`src/rtl/card_seq_pkg.sv`:
```
package card_seq_pkg;

    typedef enum logic [1:0] {
        SEQ_IDLE  = 2'd0,
        SEQ_ACT   = 2'd1,
        SEQ_ON    = 2'd2,
        SEQ_DEACT = 2'd3
    } seq_state_e;

    // half-unit counter width and schedule points (in half units)
    localparam int PH_W       = 4;
    localparam int IO_PH      = 8;   // data line enable, 4 units
    localparam int REL_PH     = 14;  // reset release, 7 units
    localparam int CLK_OFF_PH = 1;   // clock stop after close
    localparam int IO_OFF_PH  = 2;   // data line off after close
    localparam int VCC_OFF_PH = 3;   // supply off after close

    typedef struct packed {
        logic vcc;
        logic io;
        logic clk;
    } contacts_t;

    // true when the current half-unit step lands on point 'target'
    function automatic logic lands_on(input logic [PH_W-1:0] ph, input int target);
        return ph == PH_W'(target - 1);
    endfunction

endpackage

```
`src/rtl/card_seq_timebase.sv`:
```
module card_seq_timebase #(
    parameter int HALF_TICKS = 32
) (
    input  logic clk,
    input  logic rst,
    input  logic clr,
    input  logic run,
    input  logic osc_tick,
    output logic step
);
    localparam int TK_W = (HALF_TICKS > 1) ? $clog2(HALF_TICKS) : 1;

    logic [TK_W-1:0] tk;

    assign step = run && osc_tick && (tk == TK_W'(HALF_TICKS - 1));

    always_ff @(posedge clk) begin
        if (rst || clr) begin
            tk <= '0;
        end else if (run && osc_tick) begin
            tk <= step ? '0 : tk + 1'b1;
        end
    end
endmodule

```
`src/rtl/card_seq_ctrl.sv`:
```
module card_seq_ctrl
    import card_seq_pkg::*;
(
    input  logic             clk,
    input  logic             rst,
    input  logic             step,
    input  logic             sess_n,
    input  logic             host_rst,
    input  logic             card_present,
    input  logic             fault,
    input  logic             supply_drop,
    output seq_state_e       st,
    output logic [PH_W-1:0]  ph,
    output logic             early,
    output logic             go_act,
    output logic             leave
);
    logic sess_q;
    logic in_session;

    assign in_session = (st == SEQ_ACT) || (st == SEQ_ON);
    assign go_act = (st == SEQ_IDLE) && sess_q && !sess_n && card_present
                    && !fault && !supply_drop;
    assign leave  = in_session && (sess_n || fault || supply_drop || !card_present);

    always_ff @(posedge clk) begin
        if (rst) begin
            st     <= SEQ_IDLE;
            ph     <= '0;
            early  <= 1'b0;
            sess_q <= 1'b1;
        end else begin
            sess_q <= sess_n;
            if (go_act) begin
                st    <= SEQ_ACT;
                ph    <= '0;
                early <= !host_rst;
            end else if (leave) begin
                st <= SEQ_DEACT;
                ph <= '0;
            end else if (step) begin
                ph <= ph + 1'b1;
                if (st == SEQ_ACT && lands_on(ph, REL_PH))
                    st <= SEQ_ON;
                else if (st == SEQ_DEACT && lands_on(ph, VCC_OFF_PH))
                    st <= SEQ_IDLE;
            end
        end
    end
endmodule

```
`src/rtl/card_seq_contacts.sv`:
```
module card_seq_contacts
    import card_seq_pkg::*;
(
    input  logic             clk,
    input  logic             rst,
    input  seq_state_e       st,
    input  logic [PH_W-1:0]  ph,
    input  logic             step,
    input  logic             early,
    input  logic             go_act,
    input  logic             leave,
    input  logic             host_rst,
    output contacts_t        con,
    output logic             card_rst
);
    assign card_rst = (st == SEQ_ON) && host_rst;

    always_ff @(posedge clk) begin
        if (rst) begin
            con <= '0;
        end else if (go_act) begin
            con <= '{vcc: 1'b1, io: 1'b0, clk: 1'b0};
        end else if (!leave) begin
            if (st == SEQ_ACT) begin
                if (step && lands_on(ph, IO_PH)) begin
                    con.io <= 1'b1;
                    if (early) con.clk <= 1'b1;
                end else if (ph >= PH_W'(IO_PH) && !host_rst) begin
                    con.clk <= 1'b1;
                end
            end else if (st == SEQ_DEACT && step) begin
                if (lands_on(ph, CLK_OFF_PH)) con.clk <= 1'b0;
                if (lands_on(ph, IO_OFF_PH))  con.io  <= 1'b0;
                if (lands_on(ph, VCC_OFF_PH)) con.vcc <= 1'b0;
            end
        end
    end
endmodule

```
`src/rtl/card_seq_top.sv`:
```
module card_seq_top
    import card_seq_pkg::*;
#(
    parameter int UNIT_TICKS = 64
) (
    input  logic       clk,
    input  logic       rst,
    input  logic       osc_tick,
    input  logic       sess_n,
    input  logic       host_rst,
    input  logic       card_present,
    input  logic       fault,
    input  logic       supply_drop,
    input  logic       stop_req,
    output logic       vcc_en,
    output logic       io_en,
    output logic       clk_gate,
    output logic       card_rst,
    output logic [1:0] seq_state,
    output logic       stop_ok
);
    localparam int HALF_TICKS = UNIT_TICKS / 2;

    seq_state_e      st;
    logic [PH_W-1:0] ph;
    logic            early, go_act, leave, step;
    contacts_t       con;

    card_seq_timebase #(.HALF_TICKS(HALF_TICKS)) u_tb (
        .clk(clk), .rst(rst),
        .clr(go_act || leave),
        .run(st == SEQ_ACT || st == SEQ_DEACT),
        .osc_tick(osc_tick), .step(step)
    );

    card_seq_ctrl u_ctrl (
        .clk(clk), .rst(rst), .step(step), .sess_n(sess_n),
        .host_rst(host_rst), .card_present(card_present), .fault(fault),
        .supply_drop(supply_drop), .st(st), .ph(ph), .early(early),
        .go_act(go_act), .leave(leave)
    );

    card_seq_contacts u_con (
        .clk(clk), .rst(rst), .st(st), .ph(ph), .step(step), .early(early),
        .go_act(go_act), .leave(leave), .host_rst(host_rst),
        .con(con), .card_rst(card_rst)
    );

    assign vcc_en    = con.vcc;
    assign io_en     = con.io;
    assign clk_gate  = con.clk;
    assign seq_state = st;
    assign stop_ok   = (st == SEQ_IDLE) && stop_req && sess_n;
endmodule

```
`config.mk`:
```
export PLATFORM = sky130hd
export DESIGN_NAME = card_seq_top
export DESIGN_NICKNAME = d
export VERILOG_FILES = /design/src/rtl/card_seq_pkg.sv /design/src/rtl/card_seq_timebase.sv /design/src/rtl/card_seq_ctrl.sv /design/src/rtl/card_seq_contacts.sv /design/src/rtl/card_seq_top.sv
export SDC_FILE = /design/constraint.sdc
export NUM_CORES = 1
export LEC_CHECK = 0
export CAP_MARGIN = 20
export CORE_UTILIZATION = 50
export DETAILED_ROUTE_END_ITERATION = 6
export DONT_BUFFER_PORTS = 1
export PLACE_DENSITY = 0.77
export SLEW_MARGIN = 20
export SYNTH_ARGS = -nofsm -noshare
export SYNTH_HDL_FRONTEND = slang
export SYNTH_SLANG_ARGS = --single-unit
```
`constraint.sdc`:
```
create_clock -name clk -period 1.8 [get_ports clk]
set_clock_uncertainty 0.2 [all_clocks]
set_input_delay 0.36 -clock clk [delete_from_list [all_inputs] [get_ports clk]]
set_output_delay 0.36 -clock clk [all_outputs]
set_load 0.01 [all_outputs]
```
==> key figures <==
Drt
  – Vias/cell: 5.54
  – Residual DRC: 0
  – Vias: 814
  – Initial DRC count: 27
  – First-pass detailed-route iteration total: 4
  – Wire length per cell: 14.6 um
  – Drt total wl: 2140 um
  – Post-route ant nets: 0

Timing
  – Worst-Margin Slew: 0.262 ns
  – Final period util: 107%
  – Rel. slew slack: 82.5%
  – Setup WS post-layout: -0.125 ns
  – Tmin final: 1.92 ns
  – RSZ-0062 raised after global routing: true
  – Post-route setup TNS: -0.153 ns
  – Final setup viols: 4
  – Slew Limit Fails: 0
  – Hold Violations, Final: 0
  – Fmax: 520 MHz

GRT
  – Global route total overflow: 0
  – Met2 Resource Use GR: 41.5%
  – Initial antenna violation count: 0
  – First-pass GRT wire length: 3510 um
  – Met3 GRT Util: 5.71%
  – Total GRT Usage: 25.0%
  – Vias in the first global route: 826
  – GR Util met1: 28.7%
  – Largest net degree at the start of global routing: 10
  – Busiest layer in global routing: met2

Place
  – Placed cell count: 137
  – Placed inst area: 1050 um^2
  – PortBufs: 0
  – Placer congestion estimate: 0.816
  – Post-DP HPWL: 1530 um

Yosys
  – Avg Inst Size Synth: 8.83 um^2
  – Post-Syn Nets: 121
  – Sequential cell area fraction in the yosys report: 35.6%
  – Synthesized area: 901 um^2
  – Cells after synthesis: 102
  – Unique masters post-synth: 31
  – FF+latch count, synth: 16
  – Synth warn: 0

Worst hold path
  – Hold Path Stages: 2
  – Worst min-delay path class: in -> reg

Pwr
  – Lkg Pwr: 0.000468 uW
  – Power per cell area: 1050 nW/um^2
  – Peak VDD IR: 0.000653 V

Final layout
  – Fin cells: 147
  – Most frequent cells in the layout: 15 x buf_4, 13 x nor2_1, 13 x dfxtp_1
  – P&R area growth vs syn: 28.3%
  – Nets: 143
  – Antenna cell count: 0
  – Design Area, Final: 1160 um^2
  – Most common cell after layout, fill and taps aside: buf_4
  – Layout cells sized above 1: 31.7%

Outcome
  – Outcome: finished with violations
  – Failing checks: setup timing

CTS
  – TritonCTS clock tree: yes
  – Clock edge transition at the registers on the reported setup and hold paths: 0.10 ns
  – H-tree Lvls: 1
  – Clock net sink count: 16
  – CTS buffer count: 3
  – CTS Buffer Depth: 2
  – Clk_lat worst skew: 0.29 ns
  – Clk root buf: clkbuf_4

Floorplanning
  – Initial Utilization: 56.5%
  – Die outline area: 1980 um^2
  – # rows: 14
  – Die X: 44.4 um
  – Io pins: 16
  – CORE AREA: 1590 um^2
  – Die height: 44.4 um

Setup path
  – Critical path data arrival time: 1.92 ns
  – Crit Path Class: reg -> reg
  – Critical Path Fanout Max: 2
  – Worst path required time: 1.80 ns
  – Crit. End Element: register
  – CP startpoint kind: register
  – R2R cell count: 7

Job
  – Max_cap viols: 0
## cell usage after synthesis
cell | n | share of area [%]
a21oi_2 | 2 | 1.9
xnor2_1 | 1 | 0.97
or2_2 | 4 | 2.8
o211a_1 | 1 | 1.1
nor2_1 | 14 | 5.8
xor2_1 | 4 | 3.9
nor2_2 | 1 | 0.69
nand4b_1 | 1 | 0.97
a31oi_1 | 2 | 1.4
mux2i_4 | 1 | 2.5
ha_1 | 10 | 14
or3_1 | 1 | 0.69
inv_1 | 4 | 1.7
nand2b_1 | 3 | 2.1
and3_1 | 2 | 1.4
nor3b_1 | 1 | 0.83
buf_6 | 1 | 1.2
o21a_1 | 1 | 0.83
nand2_1 | 10 | 4.2
nand3_1 | 1 | 0.56
a211oi_1 | 2 | 1.7
and2_1 | 2 | 1.4
or4b_1 | 1 | 1.1
o21ai_0 | 1 | 0.56
nand4_1 | 5 | 3.5
dfxtp_1 | 16 | 36
nor3_1 | 1 | 0.56
a21oi_1 | 6 | 3.3
a311oi_1 | 1 | 0.97
a32o_1 | 1 | 1.1
and3_2 | 1 | 0.83
## layout make-up
type	count	area [um^2]
clock buffer	4	36.3
fill	118	438
inverter	4	15.0
multi-input combinational	81	608
sequential	16	324
tap	24	30.0
timing repair buffer	18	143
## power breakdown
group	internal (uW)	leakage [uW]	switching, uW
Sequential	391	0.000131	36.4
Combinational	260	0.000316	288
Clock	123	0.0000210	120
## logic make-up (layout without fill, tap and decap cells)
kind of cell / Yosys count / in the layout / synth area share (%)
mux: 1 / 1 / 2.50
buf+inv: 5 / 26 / 2.92
simple gates: 48 / 48 / 27.4
fa+ha+maj: 10 / 10 / 13.9
flops: 16 / 16 / 35.6
xor+xnor: 5 / 5 / 4.86
compound gates: 17 / 17 / 12.9
## what timing repair did
action,4_1_cts,5_1_grt
pin swaps,1,1
setup buffers,2,1
endpoints found under the hold margin,4,0
hold buffers,3,0
gates resized for setup,4,2
endpoints found under the setup margin,7,12
## per-stage QoR
stage	hold WS, ns	utilization, %	setup slack, ns	total power, uW
floorplan	0.229	-	-0.0648	752
global placement	0.233	65.8	-0.0595	936
detailed placement	0.233	65.8	-0.164	952
CTS	0.0723	71.6	-0.122	1210
global route	0.0787	72.5	-0.166	1290
finish	0.0866	72.5	-0.125	1220
## state kept, by name (all words and copies together) (netlist names)
name,flops
u_tb.tk,5
u_ctrl.ph,4
u_con.con,3
u_ctrl.st,2
u_ctrl.early,1
u_ctrl.sess_q,1
## worst max-delay path: stages (launching register included)
cell and delay (ns):
dfxtp_2 0.37, ha_4 0.14, and3_4 0.19, ha_4 0.12, nand4_1 0.12, or3_4 0.36
and2_4 0.14, a32o_1 0.20
## per-layer routing
layer  share of wire (%)  vias up  wire length, um
met4                 3.1        0               67
met2                  49       33             1040
met5                   0        -                0
met1                  42      374              908
li1                    -      397                -
met3                 5.8       10              124
## worst paths after layout
path	from	end	slack, ns
hold reg to reg	u_ctrl.st[1]$_SDFFE_PP0P_	u_ctrl.st[1]$_SDFFE_PP0P_	0.32
hold / removal	rst	u_ctrl.st[1]$_SDFFE_PP0P_	0.09
setup / recovery	u_tb.tk[1]$_SDFFE_PP0P_	u_con.con[0]$_SDFFE_PP0P_	-0.12
setup reg to reg	u_tb.tk[1]$_SDFFE_PP0P_	u_con.con[0]$_SDFFE_PP0P_	-0.12
(Power assumes the default switching activity.)
